===== config.mk =====
export PLATFORM = sky130hd
export DESIGN_NAME = tsense_seq
export DESIGN_NICKNAME = d
export VERILOG_FILES = /design/src/rtl/tsq_pkg.sv /design/src/rtl/tsq_ctrl_reg.sv /design/src/rtl/tsq_timer.sv /design/src/rtl/tsq_avg.sv /design/src/rtl/tsense_seq.sv
export SDC_FILE = /design/constraint.sdc
export NUM_CORES = 1
export LEC_CHECK = 0
export ABC_CLOCK_PERIOD_IN_PS = 4200
export BUFFER_PORTS_ARGS = -buffer_cell sky130_fd_sc_hd__buf_2
export CAP_MARGIN = 20
export CORE_ASPECT_RATIO = 1.1
export CORE_MARGIN = 10
export CORE_UTILIZATION = 40
export CTS_CLUSTER_SIZE = 8
export DETAILED_ROUTE_END_ITERATION = 12
export SLEW_MARGIN = 20
export SYNTH_ARGS = -nofsm -noshare
export SYNTH_HDL_FRONTEND = slang
export SYNTH_SLANG_ARGS = --single-unit
export TNS_END_PERCENT = 100

===== constraint.sdc =====
create_clock -name clk -period 4.2 [get_ports clk]
set_input_delay 1.05 -clock clk [delete_from_list [all_inputs] [get_ports clk]]
set_output_delay 1.05 -clock clk [all_outputs]
set_load 0.02 [all_outputs]

===== src/rtl/tsq_pkg.sv =====
// Shared types for the temperature sample sequencer.
// Assumes a 10-bit signed raw code and a 13-bit control word.
package tsq_pkg;
    localparam int CODE_W  = 10;
    localparam int AVG_FW  = 3;
    localparam int OSR_FW  = 2;
    localparam int LCH_W   = 3;
    localparam int CTRL_W  = 13;
    localparam int STAT_W  = CODE_W + 1;
    localparam int AVG_MAX = (1 << AVG_FW) - 1;

    localparam logic [1:0] MODE_ONDIE  = 2'd0;
    localparam logic [1:0] MODE_REMOTE = 2'd2;

    // Control word, most significant field first
    typedef struct packed {
        logic              avg_byp;
        logic [AVG_FW-1:0] avg_log;
        logic [OSR_FW-1:0] spacing;
        logic [1:0]        rchan;
        logic [1:0]        mode;
        logic              soft_rst;
        logic              enable;
        logic              start;
    } ctrl_t;

    typedef enum logic [1:0] {PH_IDLE, PH_SETTLE, PH_RUN} phase_e;

    // Logical channel: 0 for the on-die sensor, remote field plus one otherwise
    function automatic logic [LCH_W-1:0] logical_chan(input ctrl_t c);
        return (c.mode == MODE_REMOTE) ? ({1'b0, c.rchan} + 3'd1) : '0;
    endfunction

    // A control word that lets conversion run
    function automatic logic is_running(input ctrl_t c);
        return c.start & c.enable & ~c.soft_rst &
               ((c.mode == MODE_ONDIE) | (c.mode == MODE_REMOTE));
    endfunction
endpackage


===== src/rtl/tsq_ctrl_reg.sv =====
// Control register and write classifier.
// Holds the control word and tells whether the write in this cycle changes
// the source (full restart with settle) or keeps it (restart of the set only).
// Assumes one write per cycle at most.
module tsq_ctrl_reg
    import tsq_pkg::*;
(
    input  logic              clk,
    input  logic              rst_n,
    input  logic              we,
    input  logic [CTRL_W-1:0] wdata,
    output ctrl_t             ctrl_q,
    output ctrl_t             ctrl_nx,
    output logic              src_chg,
    output logic              same_src
);
    ctrl_t wr_c;
    logic  run_old;
    logic  run_new;

    // Classify the incoming write against the stored word
    always_comb begin
        wr_c     = ctrl_t'(wdata);
        ctrl_nx  = we ? wr_c : ctrl_q;
        run_old  = is_running(ctrl_q);
        run_new  = is_running(wr_c);
        src_chg  = we & run_new &
                   (~run_old | (logical_chan(wr_c) != logical_chan(ctrl_q)));
        same_src = we & run_new & ~src_chg;
    end

    // Store the control word
    always_ff @(posedge clk) begin
        if (!rst_n)  ctrl_q <= '0;
        else if (we) ctrl_q <= wr_c;
    end
endmodule


===== src/rtl/tsq_timer.sv =====
// Settle and sample-spacing timer.
// After a source change it counts SETTLE_CYC cycles, then emits one tick
// every PERIOD_BASE << spacing cycles. Assumes both parameters are at least 1.
module tsq_timer
    import tsq_pkg::*;
#(
    parameter int SETTLE_CYC  = 3750000,
    parameter int PERIOD_BASE = 62500
) (
    input  logic              clk,
    input  logic              rst_n,
    input  logic              run_nx,
    input  logic              src_chg,
    input  logic              same_src,
    input  logic [OSR_FW-1:0] spacing,
    output phase_e            phase,
    output logic              tick
);
    localparam int PER_MAX = PERIOD_BASE << ((1 << OSR_FW) - 1);
    localparam int CNT_MAX = (SETTLE_CYC > PER_MAX) ? SETTLE_CYC : PER_MAX;
    localparam int CNT_W   = $clog2(CNT_MAX + 1);

    logic [CNT_W-1:0] cnt;
    logic [CNT_W-1:0] period;
    logic             settle_done;

    // Decode the current spacing and the end conditions
    always_comb begin
        period      = CNT_W'(PERIOD_BASE) << spacing;
        tick        = (phase == PH_RUN) && (cnt == period - CNT_W'(1));
        settle_done = (cnt == CNT_W'(SETTLE_CYC - 1));
    end

    // Phase and counter sequencing
    always_ff @(posedge clk) begin
        if (!rst_n) begin
            phase <= PH_IDLE;
            cnt   <= '0;
        end else if (!run_nx) begin
            phase <= PH_IDLE;
            cnt   <= '0;
        end else if (src_chg) begin
            phase <= PH_SETTLE;
            cnt   <= '0;
        end else if (same_src && phase == PH_RUN) begin
            cnt   <= '0;
        end else begin
            case (phase)
                PH_SETTLE: begin
                    if (settle_done) begin
                        phase <= PH_RUN;
                        cnt   <= '0;
                    end else begin
                        cnt   <= cnt + CNT_W'(1);
                    end
                end
                PH_RUN:  cnt <= tick ? '0 : cnt + CNT_W'(1);
                default: cnt <= '0;
            endcase
        end
    end
endmodule


===== src/rtl/tsq_avg.sv =====
// Power-of-two averager with valid generation.
// Sums 2^N sign-extended codes and publishes floor(sum / 2^N).
// Assumes the timer tick marks every sample instant.
module tsq_avg
    import tsq_pkg::*;
(
    input  logic              clk,
    input  logic              rst_n,
    input  logic              soft_rst_nx,
    input  logic              run_nx,
    input  logic              src_chg,
    input  logic              same_src,
    input  logic              tick,
    input  logic              avg_byp,
    input  logic [AVG_FW-1:0] avg_log,
    input  logic [CODE_W-1:0] code,
    output logic [CODE_W-1:0] result,
    output logic              valid
);
    localparam int ACC_W  = CODE_W + AVG_MAX;
    localparam int SCNT_W = AVG_MAX + 1;

    logic signed [ACC_W-1:0] acc;
    logic signed [ACC_W-1:0] acc_sum;
    logic signed [ACC_W-1:0] acc_div;
    logic [AVG_FW-1:0]       shift;
    logic [SCNT_W-1:0]       nsamp;
    logic                    last;

    // Running sum, scaling and end-of-set detection
    always_comb begin
        shift   = avg_byp ? '0 : avg_log;
        acc_sum = acc + {{(ACC_W-CODE_W){code[CODE_W-1]}}, code};
        acc_div = acc_sum >>> shift;
        last    = (nsamp == SCNT_W'((1 << shift) - 1));
    end

    // Accumulate, publish and invalidate
    always_ff @(posedge clk) begin
        if (!rst_n || soft_rst_nx) begin
            acc    <= '0;
            nsamp  <= '0;
            valid  <= 1'b0;
            result <= '0;
        end else if (!run_nx || src_chg) begin
            acc    <= '0;
            nsamp  <= '0;
            valid  <= 1'b0;
        end else if (same_src) begin
            acc    <= '0;
            nsamp  <= '0;
        end else if (tick) begin
            if (last) begin
                result <= acc_div[CODE_W-1:0];
                valid  <= 1'b1;
                acc    <= '0;
                nsamp  <= '0;
            end else begin
                acc    <= acc_sum;
                nsamp  <= nsamp + SCNT_W'(1);
            end
        end
    end
endmodule


===== src/rtl/tsense_seq.sv =====
// Top of the temperature sample sequencer.
// Ties the control register, the timer and the averager together and
// presents the control and status words. Assumes adc_code is stable at
// each sample instant.
module tsense_seq
    import tsq_pkg::*;
#(
    parameter int SETTLE_CYC  = 3750000,
    parameter int PERIOD_BASE = 62500
) (
    input  logic              clk,
    input  logic              rst_n,
    input  logic              ctrl_we,
    input  logic [CTRL_W-1:0] ctrl_wdata,
    output logic [CTRL_W-1:0] ctrl_rdata,
    output logic [STAT_W-1:0] stat_rdata,
    output logic [LCH_W-1:0]  src_chan,
    output logic              src_run,
    input  logic [CODE_W-1:0] adc_code
);
    ctrl_t             ctrl_q;
    ctrl_t             ctrl_nx;
    logic              src_chg;
    logic              same_src;
    logic              run_nx;
    phase_e            phase;
    logic              tick;
    logic [CODE_W-1:0] result;
    logic              valid;

    tsq_ctrl_reg u_ctrl (
        .clk      (clk),
        .rst_n    (rst_n),
        .we       (ctrl_we),
        .wdata    (ctrl_wdata),
        .ctrl_q   (ctrl_q),
        .ctrl_nx  (ctrl_nx),
        .src_chg  (src_chg),
        .same_src (same_src)
    );

    tsq_timer #(
        .SETTLE_CYC  (SETTLE_CYC),
        .PERIOD_BASE (PERIOD_BASE)
    ) u_timer (
        .clk      (clk),
        .rst_n    (rst_n),
        .run_nx   (run_nx),
        .src_chg  (src_chg),
        .same_src (same_src),
        .spacing  (ctrl_q.spacing),
        .phase    (phase),
        .tick     (tick)
    );

    tsq_avg u_avg (
        .clk         (clk),
        .rst_n       (rst_n),
        .soft_rst_nx (ctrl_nx.soft_rst),
        .run_nx      (run_nx),
        .src_chg     (src_chg),
        .same_src    (same_src),
        .tick        (tick),
        .avg_byp     (ctrl_q.avg_byp),
        .avg_log     (ctrl_q.avg_log),
        .code        (adc_code),
        .result      (result),
        .valid       (valid)
    );

    // Drive the port-level views of the internal state
    always_comb begin
        run_nx     = is_running(ctrl_nx);
        ctrl_rdata = ctrl_q;
        stat_rdata = {valid, result};
        src_chan   = logical_chan(ctrl_q);
        src_run    = (phase != PH_IDLE);
    end
endmodule


**Word-level counts from Yosys, hierarchy flattened**

Cells that the tools add are included.

- Bits in read-only memories: 0
- Flip-flop bits (word level): 73
- Output and inout bits: 28
- Bits in latches: 0
- Input port bits: 26
- RAM bits: 0
- Memories kept: 0

- Reductions and logical operators: 21
- Shift operators: 3
- Divide/modulo/power cells: 0
- $add $sub $neg: 7
- Equality and inequality tests: 10
- Multiply operators: 0
- Muxes and demuxes: 13
- $lt $le $gt $ge: 0
- Bitwise gates (word level): 26

Operators with widths:

| operator | count |
|---|---|
| $mux W22 | 2 |
| $pmux W22 S2 | 1 |
| $add A22 B1 Y22 const B | 1 |
| $eq A22 B22 Y1 | 1 |
| $eq A22 B22 Y1 const B | 1 |
| $shl A16 B2 Y22 const A | 1 |
| $sub A22 B1 Y22 const B | 1 |
| $add A17 B17 Y17 | 1 |
| $mux W17 | 1 |
| $sshr A17 B3 Y10 | 1 |
| $and A1 B1 Y1 | 12 |
| $not A1 Y1 | 10 |
| $mux W3 | 3 |
| $reduce_and A3 Y1 | 3 |
| $add A8 B1 Y8 const B | 1 |
| $eq A2 B2 Y1 const B | 4 |
| $eq A8 B8 Y1 | 1 |
| $mux W8 | 1 |
| $shl A1 B3 Y8 const A | 1 |
| $sub A8 B2 Y8 const B | 1 |
| $add A2 B1 Y3 const B | 2 |
| $logic_not A2 Y1 | 3 |
| $reduce_bool A2 Y1 | 3 |
| $reduce_or A3 Y1 | 2 |
| other kinds (13) | 22 |

**Longest topological paths before layout**

- Depth after elaboration: 11
- Depth in mapped cells: 14
- Mapped depth without buffers: 10

**Hierarchy**

From an unflattened synthesis, not the netlist that was laid out.

- Cells, all modules: 631
- Area total of the unflattened synthesis: 5439.0 µm²

By module, submodules not included:

| module | instances | seq. area each (µm²) | area an instance (µm²) | cells each |
|---|---|---|---|---|
| tsq_avg | 1 | 720.7 | 3081.7 | 391 |
| tsq_timer | 1 | 480.5 | 1615.3 | 175 |
| tsq_ctrl_reg | 1 | 260.2 | 678.2 | 58 |
| tsense_seq | 1 | 0.0 | 63.8 | 7 |

**Worst setup path after synthesis**

OpenSTA, ideal clock, no wires.

- Kind: reg-to-reg
- Start: reg u_ctrl.ctrl_q[9] (netlist name)
- End: reg u_avg.result[2]
- Clock period less this slack: 3.591 ns
- Data required time: 4.141 ns
- Setup slack: 0.609 ns
- Cell stages (with the launch flop): 15
- Arrival time: 3.533 ns
- Cell sequence: dfxtp_1 -> buf_2 -> nor2b_1 -> clkbuf_1 -> clkbuf_1 -> nand2_1 -> ha_1 -> or3_1 -> a21oi_1 -> o21ai_0 -> a2111o_1 -> or2_1 -> buf_2 -> a2111oi_4 -> a31o_1

- Word-level cells in the longest chain between the ends: 5
- Elaborated cells between the ends (all ways): 6
- Classes of those cells: 1 x add/sub; 1 x eq/ne; 2 x shift; 1 x mux; 1 x reduce/logical

Ends and longest elaborated chain:

| what | line | source |
|---|---|---|
| $mux W3 (*) | tsq_avg.sv:32 | `shift = avg_byp ? '0 : avg_log;` |
| $shl A1 B3 Y8 | tsq_avg.sv:35 | `last = (nsamp == SCNT_W'((1 << shift) - 1));` |
| $sub A8 B2 Y8 | tsq_avg.sv:35 |  |
| $eq A8 B8 Y1 | tsq_avg.sv:35 |  |
| $reduce_and A4 Y1 (no line) | -- |  |
| to (signal assigned) | tsq_avg.sv:54 | `result <= acc_div[CODE_W-1:0];` |
| to (decl) | tsq_avg.sv:17 | `output logic [CODE_W-1:0] result,` |

Every way passes the cells marked *; elsewhere a longest branch is shown, timed or not.
A chain may end at the register's enable or synchronous reset.

**Final worst setup path**

- Start: reg u_ctrl.ctrl_q[9] (netlist name)
- End: reg u_avg.result[9]

- Word-level cells in the longest chain between the ends: 5
- Elaborated cells between the ends (all ways): 6
- Classes of those cells: 1 x add/sub; 1 x eq/ne; 2 x shift; 1 x mux; 1 x reduce/logical

Ends and longest elaborated chain:

| what | line |
|---|---|
| $mux W3 (*) | tsq_avg.sv:32 |
| $shl A1 B3 Y8 | tsq_avg.sv:35 |
| $sub A8 B2 Y8 | tsq_avg.sv:35 |
| $eq A8 B8 Y1 | tsq_avg.sv:35 |
| $reduce_and A4 Y1 (no line) | -- |

Marks and branches as above.

==> out/qor.csv <==
metric,value,unit
status,"complete, no violations",
RSZ-0062 raised after global routing,no,
CTS max path bufs,2,
Die Ht,141,µm
Synth Instances,669,
Detail Placement HPWL,11200,µm
"worst slack, placed",0.442,ns
final net count,758,
power density cells,321,nW/µm²
Fin Clk Skew,0.00782,ns
Synth Area in XOR/XNOR,0.0768,
main combinational cell family by area after synthesis,simple AND/OR/NAND/NOR gates,
"Async S/R FF share, synth",0,
"Reg clk slew, reported paths",0.06,ns
Initial Util,0.407,
"Distinct cells, synth",74,
initial antenna violation count,0,
Fin Setup TNS,0,ns
Initial DRT Pass Iterations,5,
Seq cells post-synth,73,
vias in the first global route,5079,
simple-gate share of the synthesized area,0.266,
CP Capture Type,flop,
mux contribution to synthesized area,0.0607,
synthesized-area fraction occupied by adder cells,0.0784,
GRT overflow,0,
largest net degree at the start of global routing,23,
Critical Path Start Type,flop,
worst skew pair latency,0.35,ns
row count,44,
mean routed wirelength per cell,17.2,µm
Die Wd,130,µm
minimum clock period,3.47,ns
Routability Congestion,0.910,
synthesized area,5360,µm²
worst reg-to-reg setup slack,0.73,ns
Worst-Margin Slew,0.635,ns
Crit Path Max Fanout,13,
"Slew Viols, Final",0,
final wirelength,14900,µm
YS warnings,0,
H-tree Lvls,3,
most common flop cell mapped by yosys,dfxtp_1,
Core Area,13200,µm²
FMAX,288,MHz
worst vdd ir,0.269,mV
Slew HR,0.577,
first-pass GRT wire length,24800,µm
post-cts resize count,0,
count of final hold-check violations,0,
hold path cells,1,
Leak,0.00233,µW
Total Power,1950,µW
post-synthesis area per instance,8.01,µm²
Post-CTS Setup Bufs,0,
Hold Buf Count CTS,0,
Vias/cell,5.92,
Global Route Usage Sum,0.165,
Hold Crit Class,flop to flop,
Port Buffers,53,
number of synthesized flops with an enable pin,0,
part of the cycle the worst path needs,0.826,
Crit Path Class,flop to flop,
CTS Buf Count,9,
routed via count,5123,
root buf cell,clkbuf_16,
max cap viols,0,
IO Count,54,
worst path required time,4.42,ns
"Net Count, Synth",728,
# DRC,0,
Final WS setup,0.731,ns
CTS sink cnt,73,
Worst Reg2Reg Path Length in Cells,10,
finished layout cell area,6090,µm²
Finished Core Util,0.463,
critical path arrival,3.69,ns
# setup viols final,0,
CTS tree,done,
area post-placement,5710,µm²
antenna-violating nets left,0,
area delta synth->final,13.6,%
die footprint,18400,µm²
DR iter-0 viols,375,
post-synthesis sequential area ratio,0.273,
layout cell share with drive strength beyond 1,0.135,
Synth Area in Compound Gates,0.198,
ANT cells,0,
power by group:
group          switching (µW)  leakage, µW  internal [µW]
registers                13.8     0.000590            700
clock network             325     0.000183            660
logic                     154      0.00156            100
logic make-up (layout without fill, tap and decap cells):
kind of cell	after synthesis	after routing
AND/OR/NAND/NOR	276	276
buffers and inverters	61	96
XOR/XNOR	47	47
multiplexers	26	26
AO/OA/AOI/OAI	153	153
adder cells (fa/ha/maj)	33	33
flip-flops	73	73
placed cells by master, fill, tap and decap left out, types with 22 or more instances in the layout:
master,n
ha_1,32
o21ai_0,22
a21oi_1,44
nand2_1,60
buf_2,53
dfxtp_1,73
xnor2_1,23
nand3_1,30
xor2_1,24
nor2_1,62
synthesized netlist by cell type, types with 6 or more instances:
| cell | count | area, µm² |
|---|---|---|
| or3_1 | 13 | 81.3 |
| nor2_1 | 62 | 233 |
| mux2i_1 | 19 | 190 |
| a21oi_1 | 44 | 220 |
| xnor2_1 | 23 | 201 |
| dfxtp_1 | 73 | 1460 |
| and3_1 | 15 | 93.8 |
| nor3_1 | 15 | 75.1 |
| a211oi_1 | 6 | 45.0 |
| o21ai_0 | 22 | 110 |
| nand2_1 | 60 | 225 |
| buf_2 | 10 | 50.1 |
| and4_1 | 6 | 52.6 |
| and2_1 | 9 | 56.3 |
| o211ai_1 | 13 | 97.6 |
| clkbuf_1 | 28 | 105 |
| nor2b_1 | 16 | 100 |
| inv_1 | 18 | 67.6 |
| ha_1 | 32 | 400 |
| nand2b_1 | 11 | 68.8 |
| xor2_1 | 24 | 210 |
| nand3_1 | 30 | 150 |
| nand4_1 | 14 | 87.6 |
flip-flops by register name, summed over array words and instances (netlist names), named ones only:
signal,count
u_timer.cnt,22
u_ctrl.ctrl_q,12
u_avg.nsamp,8
u_timer.phase,2
u_avg.acc,17
u_avg.valid,1
u_avg.result,10
layout make-up:
| type | instances | area, µm² |
|---|---|---|
| multi-input cells | 535 | 3650 |
| well taps | 161 | 201 |
| inverters | 18 | 67.6 |
| repair buffers | 62 | 333 |
| clock buffers | 10 | 239 |
| clock inverters | 6 | 138 |
| flip-flops and latches | 73 | 1460 |
| fillers | 1298 | 7070 |
metal layers:
metal	global-route usage	vias up	wire (µm)
met5	0	-	0
met4	0.0685	0	367
met3	0.0440	25	1170
met2	0.260	182	6820
met1	0.208	2419	6560
li1	-	2497	-
worst max-delay path, cell delays in order, from the launching register on:
cell and delay (ns):
dfxtp_1 0.65, nor2b_1 0.25, nand2_1 0.07, ha_1 0.24, or3_1 0.32, a21oi_1 0.15, o21ai_0 0.20, a2111o_1 0.65
or2_1 0.44, a2111oi_2 0.26, a21oi_1 0.12
worst paths after layout:
check                         from               to
hold reg to reg     u_timer.cnt[0]   u_timer.cnt[0]
setup / recovery  u_ctrl.ctrl_q[9]  u_avg.result[9]
hold / removal      u_timer.cnt[0]   u_timer.cnt[0]
setup reg to reg  u_ctrl.ctrl_q[9]  u_avg.result[9]
stage by stage:
stage,cells,hold WS (ns)
floorplan,669,0.413
global placement,849,0.424
detailed placement,849,0.449
CTS,865,0.458
global route,865,0.473
finish,865,0.457
Note: power is estimated with default switching activity, not from simulation.
